$ cat config.mk
export PLATFORM = sky130hd
export DESIGN_NAME = rst_source_ctrl
export DESIGN_NICKNAME = d
export VERILOG_FILES = /design/src/rtl/rsc_pkg.sv /design/src/rtl/rsc_req_detect.sv /design/src/rtl/rsc_sequencer.sv /design/src/rtl/rst_source_ctrl.sv
export SDC_FILE = /design/constraint.sdc
export NUM_CORES = 1
export LEC_CHECK = 0
export ABC_AREA = 1
export BUFFER_PORTS_ARGS = -buffer_cell sky130_fd_sc_hd__clkbuf_2
export CORE_MARGIN = 1
export CORE_UTILIZATION = 30
export CTS_BUF_LIST = sky130_fd_sc_hd__clkbuf_8
export DETAILED_ROUTE_END_ITERATION = 12
export PLACE_DENSITY_LB_ADDON = 0.3
export SETUP_SLACK_MARGIN = 0.05
export SYNTH_ARGS = -nofsm -noshare
export SYNTH_HDL_FRONTEND = slang
export SYNTH_SLANG_ARGS = --single-unit
export TNS_END_PERCENT = 100
$ cat constraint.sdc
create_clock -name clk -period 2.13 [get_ports clk]
set_clock_uncertainty 0.05 [all_clocks]
set_input_delay 0.426 -clock clk [delete_from_list [all_inputs] [get_ports clk]]
set_output_delay 0.426 -clock clk [all_outputs]
set_load 0.005 [all_outputs]
$ cat src/rtl/rsc_pkg.sv
package rsc_pkg;

    typedef enum logic [2:0] {
        PH_IDLE  = 3'd0,
        PH_STAB  = 3'd1,
        PH_DRIVE = 3'd2,
        PH_RELW  = 3'd3,
        PH_HOLD  = 3'd4
    } rsc_phase_e;

    typedef enum logic [1:0] {
        VEC_PWR_EXT = 2'b00,
        VEC_CLKMON  = 2'b01,
        VEC_WDOG    = 2'b10
    } rsc_vec_e;

    typedef struct packed {
        logic por;
        logic pin;
        logic clkmon;
        logic wdog;
    } rsc_cause_t;

    function automatic int max3(input int a, input int b, input int c);
        int m;
        m = (a > b) ? a : b;
        return (m > c) ? m : c;
    endfunction

    // Fixed priority: power/external, then clock monitor, then watchdog.
    function automatic rsc_vec_e pick_vec(input rsc_cause_t c, input logic held_low);
        if (c.por || c.pin || held_low) return VEC_PWR_EXT;
        if (c.clkmon)                   return VEC_CLKMON;
        if (c.wdog)                     return VEC_WDOG;
        return VEC_PWR_EXT;
    endfunction

endpackage

$ cat src/rtl/rsc_req_detect.sv
module rsc_req_detect #(
    parameter int EXT_MIN = 4
) (
    input  logic clk,
    input  logic rst,
    input  logic idle,
    input  logic pin_in,
    input  logic wdog_timeout,
    input  logic clk_missing,
    input  logic clkmon_en,
    output logic ext_req,
    output logic wdog_req,
    output logic cm_req
);
    localparam int RUN_W = $clog2(EXT_MIN + 1);
    localparam logic [RUN_W-1:0] RUN_FULL = RUN_W'(EXT_MIN);

    logic [RUN_W-1:0] low_run;
    logic             cm_prev;
    logic             cm_lvl;

    // Consecutive low samples of the line while no sequence runs.
    always_ff @(posedge clk) begin
        if (rst || !idle || pin_in) begin
            low_run <= '0;
        end else if (low_run != RUN_FULL) begin
            low_run <= low_run + 1'b1;
        end
    end

    assign cm_lvl = clk_missing & clkmon_en;

    always_ff @(posedge clk) begin
        if (rst) cm_prev <= 1'b0;
        else     cm_prev <= cm_lvl;
    end

    assign ext_req  = idle && !pin_in && (low_run == RUN_FULL);
    assign cm_req   = cm_lvl && !cm_prev;
    assign wdog_req = wdog_timeout;

    AST_EXT_PRIOR_LOW: assert property (@(posedge clk) disable iff (rst)
        ext_req |-> $past(!pin_in));

endmodule

$ cat src/rtl/rsc_sequencer.sv
module rsc_sequencer
    import rsc_pkg::*;
#(
    parameter int STAB_CYC = 4064,
    parameter int DRV_CYC  = 4,
    parameter int SAMP_DLY = 2
) (
    input  logic       clk,
    input  logic       rst,
    input  logic       pin_in,
    input  logic       ext_req,
    input  logic       wdog_req,
    input  logic       cm_req,
    output logic       idle,
    output logic       drive_low,
    output logic       held,
    output logic       vec_valid,
    output logic [1:0] vec_sel,
    output logic       ext_source
);
    localparam int CNT_MAX = max3(STAB_CYC, DRV_CYC, SAMP_DLY);
    localparam int CNT_W   = $clog2(CNT_MAX + 1);
    localparam logic [CNT_W-1:0] STAB_LAST = CNT_W'(STAB_CYC - 1);
    localparam logic [CNT_W-1:0] DRV_LAST  = CNT_W'(DRV_CYC - 1);
    localparam logic [CNT_W-1:0] SAMP_LAST = CNT_W'(SAMP_DLY - 1);

    rsc_phase_e       phase;
    logic [CNT_W-1:0] cnt;
    rsc_cause_t       cause;
    logic             samp_low;
    logic             fetch_q;
    rsc_vec_e         vec_q;
    logic             ext_q;
    logic             int_req;

    assign int_req = wdog_req | cm_req;

    always_ff @(posedge clk) begin
        if (rst) begin
            phase    <= PH_STAB;
            cnt      <= '0;
            cause    <= '{por: 1'b1, pin: 1'b0, clkmon: 1'b0, wdog: 1'b0};
            samp_low <= 1'b0;
            fetch_q  <= 1'b0;
            vec_q    <= VEC_PWR_EXT;
            ext_q    <= 1'b0;
        end else begin
            fetch_q <= 1'b0;
            if (wdog_req) cause.wdog   <= 1'b1;
            if (cm_req)   cause.clkmon <= 1'b1;

            unique case (phase)
                PH_IDLE: begin
                    if (ext_req || int_req) begin
                        if (ext_req) cause.pin <= 1'b1;
                        phase    <= PH_DRIVE;
                        cnt      <= '0;
                        samp_low <= 1'b0;
                    end
                end
                PH_STAB: begin
                    if (cnt == STAB_LAST) begin
                        phase <= PH_RELW;
                        cnt   <= '0;
                    end else begin
                        cnt <= cnt + 1'b1;
                    end
                end
                PH_DRIVE, PH_RELW, PH_HOLD: begin
                    if (int_req) begin
                        phase    <= PH_DRIVE;
                        cnt      <= '0;
                        samp_low <= 1'b0;
                    end else if (phase == PH_DRIVE) begin
                        if (cnt == DRV_LAST) begin
                            phase <= PH_RELW;
                            cnt   <= '0;
                        end else begin
                            cnt <= cnt + 1'b1;
                        end
                    end else if (phase == PH_RELW) begin
                        if (cnt == SAMP_LAST) begin
                            if (!pin_in) begin
                                phase    <= PH_HOLD;
                                samp_low <= 1'b1;
                            end else begin
                                phase   <= PH_IDLE;
                                fetch_q <= 1'b1;
                                vec_q   <= pick_vec(cause, 1'b0);
                                ext_q   <= 1'b0;
                                cause   <= '0;
                            end
                        end else begin
                            cnt <= cnt + 1'b1;
                        end
                    end else if (pin_in) begin
                        phase   <= PH_IDLE;
                        fetch_q <= 1'b1;
                        vec_q   <= pick_vec(cause, samp_low);
                        ext_q   <= samp_low;
                        cause   <= '0;
                    end
                end
                default: begin
                    phase <= PH_IDLE;
                    cnt   <= '0;
                end
            endcase
        end
    end

    assign idle       = (phase == PH_IDLE);
    assign drive_low  = (phase == PH_STAB) || (phase == PH_DRIVE);
    assign held       = !idle;
    assign vec_valid  = fetch_q;
    assign vec_sel    = vec_q;
    assign ext_source = ext_q;

    AST_DRV_BOUND: assert property (@(posedge clk) disable iff (rst)
        (phase == PH_DRIVE) |-> (cnt <= DRV_LAST));

    AST_EXT_VEC: assert property (@(posedge clk) disable iff (rst)
        (vec_valid && ext_source) |-> (vec_sel == VEC_PWR_EXT));

endmodule

$ cat src/rtl/rst_source_ctrl.sv
module rst_source_ctrl
    import rsc_pkg::*;
#(
    parameter int STAB_CYC = 4064,
    parameter int DRV_CYC  = 4,
    parameter int SAMP_DLY = 2,
    parameter int EXT_MIN  = 4
) (
    input  logic       clk,
    input  logic       rst,
    input  logic       rst_pin_in,
    input  logic       wdog_timeout,
    input  logic       clk_missing,
    input  logic       clkmon_en,
    output logic       rst_pin_drive,
    output logic       core_rst,
    output logic       vec_valid,
    output logic [1:0] vec_sel,
    output logic       ext_source,
    output logic [2:0] sxi_force
);
    logic idle;
    logic ext_req;
    logic wdog_req;
    logic cm_req;

    rsc_req_detect #(
        .EXT_MIN (EXT_MIN)
    ) u_det (
        .clk          (clk),
        .rst          (rst),
        .idle         (idle),
        .pin_in       (rst_pin_in),
        .wdog_timeout (wdog_timeout),
        .clk_missing  (clk_missing),
        .clkmon_en    (clkmon_en),
        .ext_req      (ext_req),
        .wdog_req     (wdog_req),
        .cm_req       (cm_req)
    );

    rsc_sequencer #(
        .STAB_CYC (STAB_CYC),
        .DRV_CYC  (DRV_CYC),
        .SAMP_DLY (SAMP_DLY)
    ) u_seq (
        .clk        (clk),
        .rst        (rst),
        .pin_in     (rst_pin_in),
        .ext_req    (ext_req),
        .wdog_req   (wdog_req),
        .cm_req     (cm_req),
        .idle       (idle),
        .drive_low  (rst_pin_drive),
        .held       (core_rst),
        .vec_valid  (vec_valid),
        .vec_sel    (vec_sel),
        .ext_source (ext_source)
    );

    assign sxi_force = {3{core_rst | vec_valid}};

    AST_VEC_AT_EXIT: assert property (@(posedge clk) disable iff (rst)
        vec_valid |-> (!core_rst && $past(core_rst)));

    AST_DRIVE_HELD: assert property (@(posedge clk) disable iff (rst)
        rst_pin_drive |-> core_rst);

endmodule

[Word level (Yosys, flattened, before mapping)]
Index checks and enable logic that the tools add are counted.
Word-level totals
  flip-flop bits (word level): 28
  latch bits: 0
  memory bits (writable): 0
  memory bits (read-only): 0
  input port bits: 6
  output and inout bits: 9
  memories: 0
Operators by class
  add/sub/neg operators: 2
  multiply operators: 0
  divide/modulo/power cells: 0
  order comparisons: 0
  equal/unequal tests: 26
  shift-type cells: 0
  mux-type cells: 108
  bitwise gates (word level): 6
  reductions and logical operators: 23
Operators with widths (number)
  2-to-1 mux 12 bit: 7
  2-to-1 mux 1 bit: 66
  case mux 12 bit (3 select lines): 1
  2-to-1 mux 2 bit: 17
  2-to-1 mux 3 bit: 11
  AND reduction 6 bit: 3
  adder 12 x 1 -> 12 bit, second input constant: 1
  == test 12 x 1 -> 1 bit, second input constant: 1
  == test 12 bit, second input constant: 1
  == test 12 x 2 -> 1 bit, second input constant: 1
  2-to-1 mux 4 bit: 3
  case mux 3 bit (3 select lines): 1
  inequality test 2 bit, second input constant: 4
  == test 3 x 2 -> 1 bit, second input constant: 2
  == test 3 bit, second input constant: 2
  logical OR 1 bit: 6
  inequality test 2 x 1 -> 1 bit, second input constant: 3
  inequality test 3 x 1 -> 1 bit, second input constant: 2
  inequality test 3 x 2 -> 1 bit, second input constant: 2
  inequality test 3 bit, second input constant: 2
  inequality test 5 x 2 -> 1 bit, second input constant: 1
  inequality test 5 x 4 -> 1 bit, second input constant: 1
  AND reduction 5 bit: 1
  inequality test 4 x 1 -> 1 bit, second input constant: 1
  16 further kinds: 25

[Depth between registers and ports, before layout]
Gate-level depths: netlist (run 1).
  word-level depth: 32
  gate-level depth with buffers: 12
  mapped depth without buffers: 11

[Hierarchy]
A second synthesis (run 1) with hierarchy kept.
Unflattened totals
  cells, all modules: 279
  area total of the unflattened synthesis: 1788.0 um^2
By module, submodules not included
  rsc_sequencer: times used 1, cells an instance 241, area an instance 1537.7 um^2
  rsc_req_detect: times used 1, cells an instance 33, area an instance 224.0 um^2
  rst_source_ctrl: times used 1, cells an instance 5, area an instance 26.3 um^2

[Worst setup path after synthesis (run 1)]
Ideal clock, no wire load.
  kind: reg-to-reg
  start point: register u_seq.cnt[0]
  end point: register u_seq.cnt[3]
  arrival time: 1357 ps
  required time: 1959 ps
  setup slack: 602 ps
  cell stages (with the launch flop): 9
  path buffers: 0
  cells stage by stage: dfxtp_1 ha_1 nand2_1 nor2_1 nand3_1 nand2_1 nand3_1 o21ai_2 nor2_1
On the way
  word-level cells in the longest chain between the ends: 6
  elaborated cells on any way between the ends: 13
  classes of those cells: 1 x add/sub; 4 x eq/ne; 7 x mux; 1 x reduce/logical
RTL lines
  start: declaration: RTL line rsc_sequencer.sv:28  | logic [CNT_W-1:0] cnt;
  start signal: assignment: RTL line rsc_sequencer.sv:66  | cnt <= cnt + 1'b1;
  start signal: assignment: RTL line rsc_sequencer.sv:79  | cnt <= cnt + 1'b1;
  start signal: assignment: RTL line rsc_sequencer.sv:94  | cnt <= cnt + 1'b1;
  adder 12 x 1 -> 12 bit: RTL line rsc_sequencer.sv:66, rsc_sequencer.sv:79, rsc_sequencer.sv:94
  2-to-1 mux 12 bit: RTL line rsc_sequencer.sv:82  | if (cnt == SAMP_LAST) begin
  2-to-1 mux 12 bit: RTL line rsc_sequencer.sv:81  | end else if (phase == PH_RELW) begin
  2-to-1 mux 12 bit: RTL line rsc_sequencer.sv:74  | end else if (phase == PH_DRIVE) begin
  2-to-1 mux 12 bit: RTL line rsc_sequencer.sv:70  | if (int_req) begin
  case mux 12 bit (3 select lines): RTL line rsc_sequencer.sv:52  | unique case (phase)
Parallel ways exist; a longest one is shown, timed or not. The select of a mux whose other input is x is not followed.
A chain may end at the register's enable or synchronous reset.

[Worst setup path in the final report (run 1)]
  start point: register u_seq.phase[2]
  end point: output port rst_pin_drive
On the way
  word-level cells in the longest chain between the ends: 2
  elaborated cells on any way between the ends: 3
  classes of those cells: 2 x eq/ne; 1 x reduce/logical
RTL lines
  start: declaration: RTL line rsc_sequencer.sv:27  | rsc_phase_e phase;
  start signal: assignment: RTL line rsc_sequencer.sv:40  | phase <= PH_STAB;
  start signal: assignment: RTL line rsc_sequencer.sv:56  | phase <= PH_DRIVE;
  start signal: assignment: RTL line rsc_sequencer.sv:63  | phase <= PH_RELW;
  == test 3 x 1 -> 1 bit / == test 3 x 2 -> 1 bit (equally long branches): RTL line rsc_sequencer.sv:113  | assign drive_low = (phase == PH_STAB) || (phase == PH_DRIVE);
  logical OR 1 bit (*): RTL line rsc_sequencer.sv:113
  end: declaration: RTL line rst_source_ctrl.sv:15  | output logic rst_pin_drive,
Mark *: on every way between the ends. The rest lies on a longest branch, timed or not.

==> results of run 1 <==
[registers in the layout, indices dropped and copies added, names as in the netlist]
signal,count
u_seq.cnt,12
u_seq.cause,4
u_det.low_run,3
u_seq.phase,3
u_seq.vec_sel,2
u_det.cm_prev,1
u_seq.ext_source,1
u_seq.samp_low,1
u_seq.vec_valid,1
[synth_stat cells, types with 2 or more instances]
library cell,number,area share [%]
nand2_1,70,15
nor2_1,41,8.7
inv_1,34,7.2
nand3_1,30,8.5
dfxtp_1,28,32
a21oi_1,13,3.7
nand4_1,13,4.6
ha_1,5,3.5
inv_2,5,1.1
nor3_1,5,1.4
nand2_2,4,1.4
nor2_2,4,1.4
o21ai_0,3,0.85
o21ai_1,3,0.85
buf_2,2,0.56
buf_4,2,0.85
buf_6,2,1.3
clkbuf_1,2,0.42
nor2_4,2,1.3
[through the flow]
stage	cell area, um2	hold WS (ps)	utilization (%)	total power (uW)	worst slack, ps
2_1_floorplan	1770	372	-	1120	602
3_3_place_gp	1890	387	33.7	1260	264
3_5_place_dp	1890	388	33.7	1260	302
4_1_cts	1960	324	35.0	1700	264
5_1_grt	1960	343	35.0	1830	91.4
6_report	1960	332	35.0	1670	279
[cell families (layout without fill, tap and decap cells)]
kind of cell | count (synthesis) | count (layout) | share of synthesized area [%]
buffers and inverters | 48 | 60 | 11.6
XOR/XNOR | 2 | 2 | 0.989
flip-flops | 28 | 28 | 31.6
AND/OR/NAND/NOR | 175 | 175 | 45.6
adder cells (fa/ha/maj) | 5 | 5 | 3.53
AO/OA/AOI/OAI | 22 | 22 | 6.71
[power groups by stage]
stage | Sequential (uW) | Combinational, uW | Clock [uW]
final | 616 | 633 | 423
after global routing | 622 | 746 | 460
after CTS | 615 | 639 | 441
after detailed placement | 627 | 634 | 0
after global placement | 625 | 639 | 0
after floorplan | 617 | 507 | 0
[worst max-delay path by stage]
stage	cells past startpoint	end	from	slack, ps
after floorplan	8	u_seq.cnt[3]$_SDFFE_PP0P_	u_seq.cnt[0]$_SDFFE_PP0P_	600
final	6	rst_pin_drive	u_seq.phase[2]$_SDFFE_PP0P_	280
after global routing	6	rst_pin_drive	u_seq.phase[1]$_SDFFE_PP0P_	90
after global placement	9	u_seq.cnt[4]$_SDFFE_PP0P_	clk_missing	260
after CTS	6	rst_pin_drive	u_seq.phase[2]$_SDFFE_PP0P_	260
after detailed placement	8	u_seq.cnt[3]$_SDFFE_PP0P_	u_seq.cnt[0]$_SDFFE_PP0P_	300
[routing by layer]
layer  part of all wire [%]  vias to the layer above  track usage (%)
met5                      0                        -                0
met3                    2.4                        5             1.38
met4                    1.6                        0             4.91
met1                     51                      770             18.4
met2                     45                       28             22.8
li1                       -                      923                -
[layout by cell type, fill, tap and decap left out, types with 2 or more instances in the layout]
cell and count:
nand2_1 70, nor2_1 41, inv_1 34, nand3_1 30, dfxtp_1 28, clkbuf_2 14
nand4_1 13, a21oi_1 13, inv_2 5, nor3_1 5, ha_1 5, nand2_2 4
nor2_2 4, o21ai_1 3, o21ai_0 3, clkbuf_8 3, nor2_4 2, buf_4 2
[final cells by class]
type	count	area share [%]
well taps	72	4.59
clock inverters	1	1.53
inverters	40	7.65
clock buffers	3	2.10
repair buffers	16	4.33
multi-input cells	204	51.2
flip-flops and latches	28	28.6
[worst min-delay path, stage by stage]
cell and delay [ps]:
clkbuf_2 90, nand2_1 70, nor2_1 40
==> results_dict.tcl, run 1 <==
set metrics [dict create \
    start_kind "flip-flop" \
    drtAntennaViolNets 0 \
    cts_resized 0 \
    dpl.cell_count 360 \
    stdcell_count 364 \
    coreArea_um2 5610 \
    area_growth_pct 10.8 \
    synth_seq_cells 28 \
    dr.pass1.iters 4 \
    synth_ff_type "dfxtp_1" \
    cts_hold_buf 0 \
    wl_mm 3.91 \
    critPathKind "reg -> out" \
    cellInternalPower_uw 1040 \
    netlist_instances 280 \
    wire_per_inst_um 10.7 \
    hpwl_mm 3.06 \
    drc 0 \
    critPathBufInv 3 \
    swShare_pct 37.9 \
    clockBufferDepth 2 \
    reg2regPathDepth 8 \
    drive_above_1_share_pct 13.7 \
    holdCritStartpoint "clkmon_en" \
    rsz0062_at_grt "no" \
    crit_slowest_cell "dfxtp_1" \
    critPathTopFamily "simple AND/OR/NAND/NOR gates" \
    num_rows 27 \
    insertedDiodeCount 0 \
    grt_max_degree 17 \
    ioPinCount 15 \
    multi_input_area_um2 1010 \
    fin_crit_sh_pct 86.9 \
    slew_headroom_pct 67.5 \
    drv_cap 0 \
    dieArea_um2 6220 \
    cp_max_fo 4 \
    grt_pass1_wl_mm 6.86 \
    cts.sinks 28 \
    critPathMaxStageDelay_ps 350 \
    yosys_warnings 0 \
    power_frac_clock_pct 25.3 \
    cts_tree "yes" \
    whs_path_depth 3 \
    avgViaCountPerCell 4.74 \
    clkLatencyLatePin_ps 280 \
    start_util_pct 31.6 \
    gp_routability_congestion 0.885 \
    root_buffer "clkbuf_8" \
    power_density_nw_per_um2 851 \
    post-cts-setup-buffers 0 \
    finalSetupTns_ps 0 \
    antenna_found_initial 0 \
    avgSynthCellArea_um2 6.33 \
    seq_area_um2 561 \
    ys_types 31 \
    crit_top_cell "nor2_1" \
    p_leak_uw 0.000858 \
    layout.nets 304 \
    vdd_drop_max_v 0.000390 \
    htreeDepth 1 \
    nFillCells 644 \
    grt_overflow 0 \
    power.switching_uw 634 \
    synth_seq_area_share_pct 31.6 \
    path_cells "nor2_1 > inv_2 > nor2_1 > inv_1 > nand2_1 > clkbuf_2" \
    maxSlewViolCount 0 \
    status "complete, no violations" \
    gr-usage-all-layers_pct 13.7 \
    portBuffers 14 \
    end_kind "output port" \
    synth_edf_count 0 \
    reg2reg_slack_ps 300 \
    tightest_slew_ps 487 \
    hp-class "in -> reg" \
    syn_area_um2 1770 \
    die_w_um 78.9 \
    hold_end "u_det.cm_prev$_SDFF_PP0_" \
    r2r-start "u_seq.cnt[1]$_SDFFE_PP0P_" \
    cp.arrival_ps 1370 \
    grt_pass1_vias 1533 \
    cts_buffers 3 \
    hold_viol 0 \
    worstPathRequired_ps 1650 \
    fmax_mhz 540 \
    clkSlewWorstSetupHoldPaths_ps 100 \
    die_h_um 78.9 \
    p_comb_share_pct 37.9 \
    async_flop_share_pct 0 \
    vias 1726 \
    min_period_ps 1850 \
    synth_fp_nets 291 \
    report.final.setup_viol 0 \
    r2r-end "u_seq.cnt[3]$_SDFFE_PP0P_" \
    power_frac_seq_pct 36.8 \
    drtIter0Drc 126 \
]
No activity file was read; power rests on OpenSTA's default activity.
==> run 2: changes to the inputs <==
CAP_MARGIN = 20   (was default)
REMOVE_ABC_BUFFERS = 1   (was default)
==> results_dict.tcl, run 2 (synthesis gave the netlist of run 1 again) <==
set metrics [dict create \
    cp.arrival_ps 1370 \
    min_period_ps 1850 \
    rsz0062_at_grt "no" \
    cts_resized 0 \
    fmax_mhz 541 \
    vdd_drop_max_v 0.000455 \
    wire_per_inst_um 11.3 \
    layout.nets 305 \
    whs_path_depth 3 \
    grt_pass1_vias 1553 \
    avgViaCountPerCell 4.67 \
    htreeDepth 1 \
    drtAntennaViolNets 0 \
    grt_pass1_wl_mm 7.19 \
    worst_hold_slack_ps 323 \
    maxSlewViolCount 0 \
    grt_max_degree 17 \
    vias 1703 \
    area_growth_pct 11.7 \
    reg.largest.list "u_seq.cnt (12), u_seq.cause (4)" \
    finalSetupTns_ps 0 \
    fin_crit_sh_pct 86.8 \
    dieArea_um2 6220 \
    gp_routability_congestion 0.859 \
    drc 0 \
    drv_cap 0 \
    die_w_um 78.9 \
    num_rows 27 \
    power_density_nw_per_um2 866 \
    end_kind "output port" \
    drtIter0Drc 95 \
    dr.pass1.iters 4 \
    cts.sinks 28 \
    insertedDiodeCount 0 \
    clkLatencyLatePin_ps 280 \
    reg2regPathDepth 8 \
    wl_mm 4.11 \
    die_h_um 78.9 \
    start_util_pct 31.6 \
    cp_max_fo 4 \
    cts_tree "yes" \
    ioPinCount 15 \
    root_buffer "clkbuf_8" \
    cts_hold_buf 0 \
    status "complete, no violations" \
    coreArea_um2 5610 \
    portBuffers 14 \
    grt_overflow 0 \
    clockBufferDepth 2 \
    nFillCells 634 \
    final_common_cell "nand2_1" \
    clkSlewWorstSetupHoldPaths_ps 100 \
    largest_reg_flops 12 \
    post-cts-setup-buffers 0 \
    hp-class "in -> reg" \
    drive_above_1_share_pct 14.0 \
    hold_viol 0 \
    gr-usage-all-layers_pct 14.5 \
    cts_buffers 3 \
    worstPathRequired_ps 1650 \
    mostFrequentLayoutCells "70 x nand2_1, 41 x nor2_1, 34 x inv_1, 30 x nand3_1, 28 x dfxtp_1" \
    antenna_found_initial 0 \
    slew_headroom_pct 65.5 \
    critPathKind "reg -> out" \
    start_kind "flip-flop" \
    hpwl_mm 3.18 \
    report.final.setup_viol 0 \
    tightest_slew_ps 517 \
    top_register "u_seq.cnt" \
    p_leak_uw 0.000864 \
]
==> run 2: cell count changes in the layout (fill, tap and decap cells not counted), sizes merged <==
cell  change
buf       +1
==> run 2: routing by layer <==
metal	vias up	GRT usage (%)	wire length, um
met2	39	21.7	1750
met3	8	2.18	199
met1	742	21.0	2070
met5	-	0	0
li1	914	-	-
met4	0	4.91	98
==> run 2: worst max-delay path: stages (launching register included) <==
cell and delay (ps):
dfxtp_1 350, nor2_1 130, inv_2 70, nor2_1 220, inv_1 130, nand2_1 80
clkbuf_2 110
==> run 2: metrics by stage <==
stage	worst slack, ps	area (um2)	total power (uW)	instances	utilization, %
4_1_cts	263	1970	1720	365	35.1
6_report	281	1980	1710	365	35.3
2_1_floorplan	233	1720	1090	272	-
3_5_place_dp	298	1900	1280	361	33.9
3_3_place_gp	290	1900	1280	361	33.9
5_1_grt	94.0	1980	1860	365	35.3
==> run 2: cell type report <==
type / count / area (um2) / area share [%]
Multi-Input combinational cell: 204 / 1010 / 51.2
Sequential cell: 28 / 561 / 28.3
Inverter: 40 / 150 / 7.59
Timing Repair Buffer: 17 / 92.6 / 4.68
Tap cell: 72 / 90.1 / 4.55
Clock buffer: 3 / 41.3 / 2.09
Clock inverter: 1 / 30.0 / 1.52
==> run 2: final timing paths <==
check | start | end | slack [ps]
worst max-delay path | u_seq.phase[2]$_SDFFE_PP0P_ | rst_pin_drive | 280
worst min-delay path | clkmon_en | u_det.cm_prev$_SDFF_PP0_ | 320
worst max register to register | u_seq.cnt[1]$_SDFFE_PP0P_ | u_seq.cnt[3]$_SDFFE_PP0P_ | 300
worst min register to register | u_seq.samp_low$_SDFFE_PP0P_ | u_seq.samp_low$_SDFFE_PP0P_ | 410
==> run 2: power breakdown <==
| part | total, uW | switching [uW] | internal, uW | leakage, uW |
|---|---|---|---|---|
| clock network | 433 | 181 | 252 | 0.0000357 |
| logic | 671 | 440 | 231 | 0.000601 |
| registers | 609 | 41.7 | 568 | 0.000227 |
| total | 1710 | 663 | 1050 | 0.000864 |
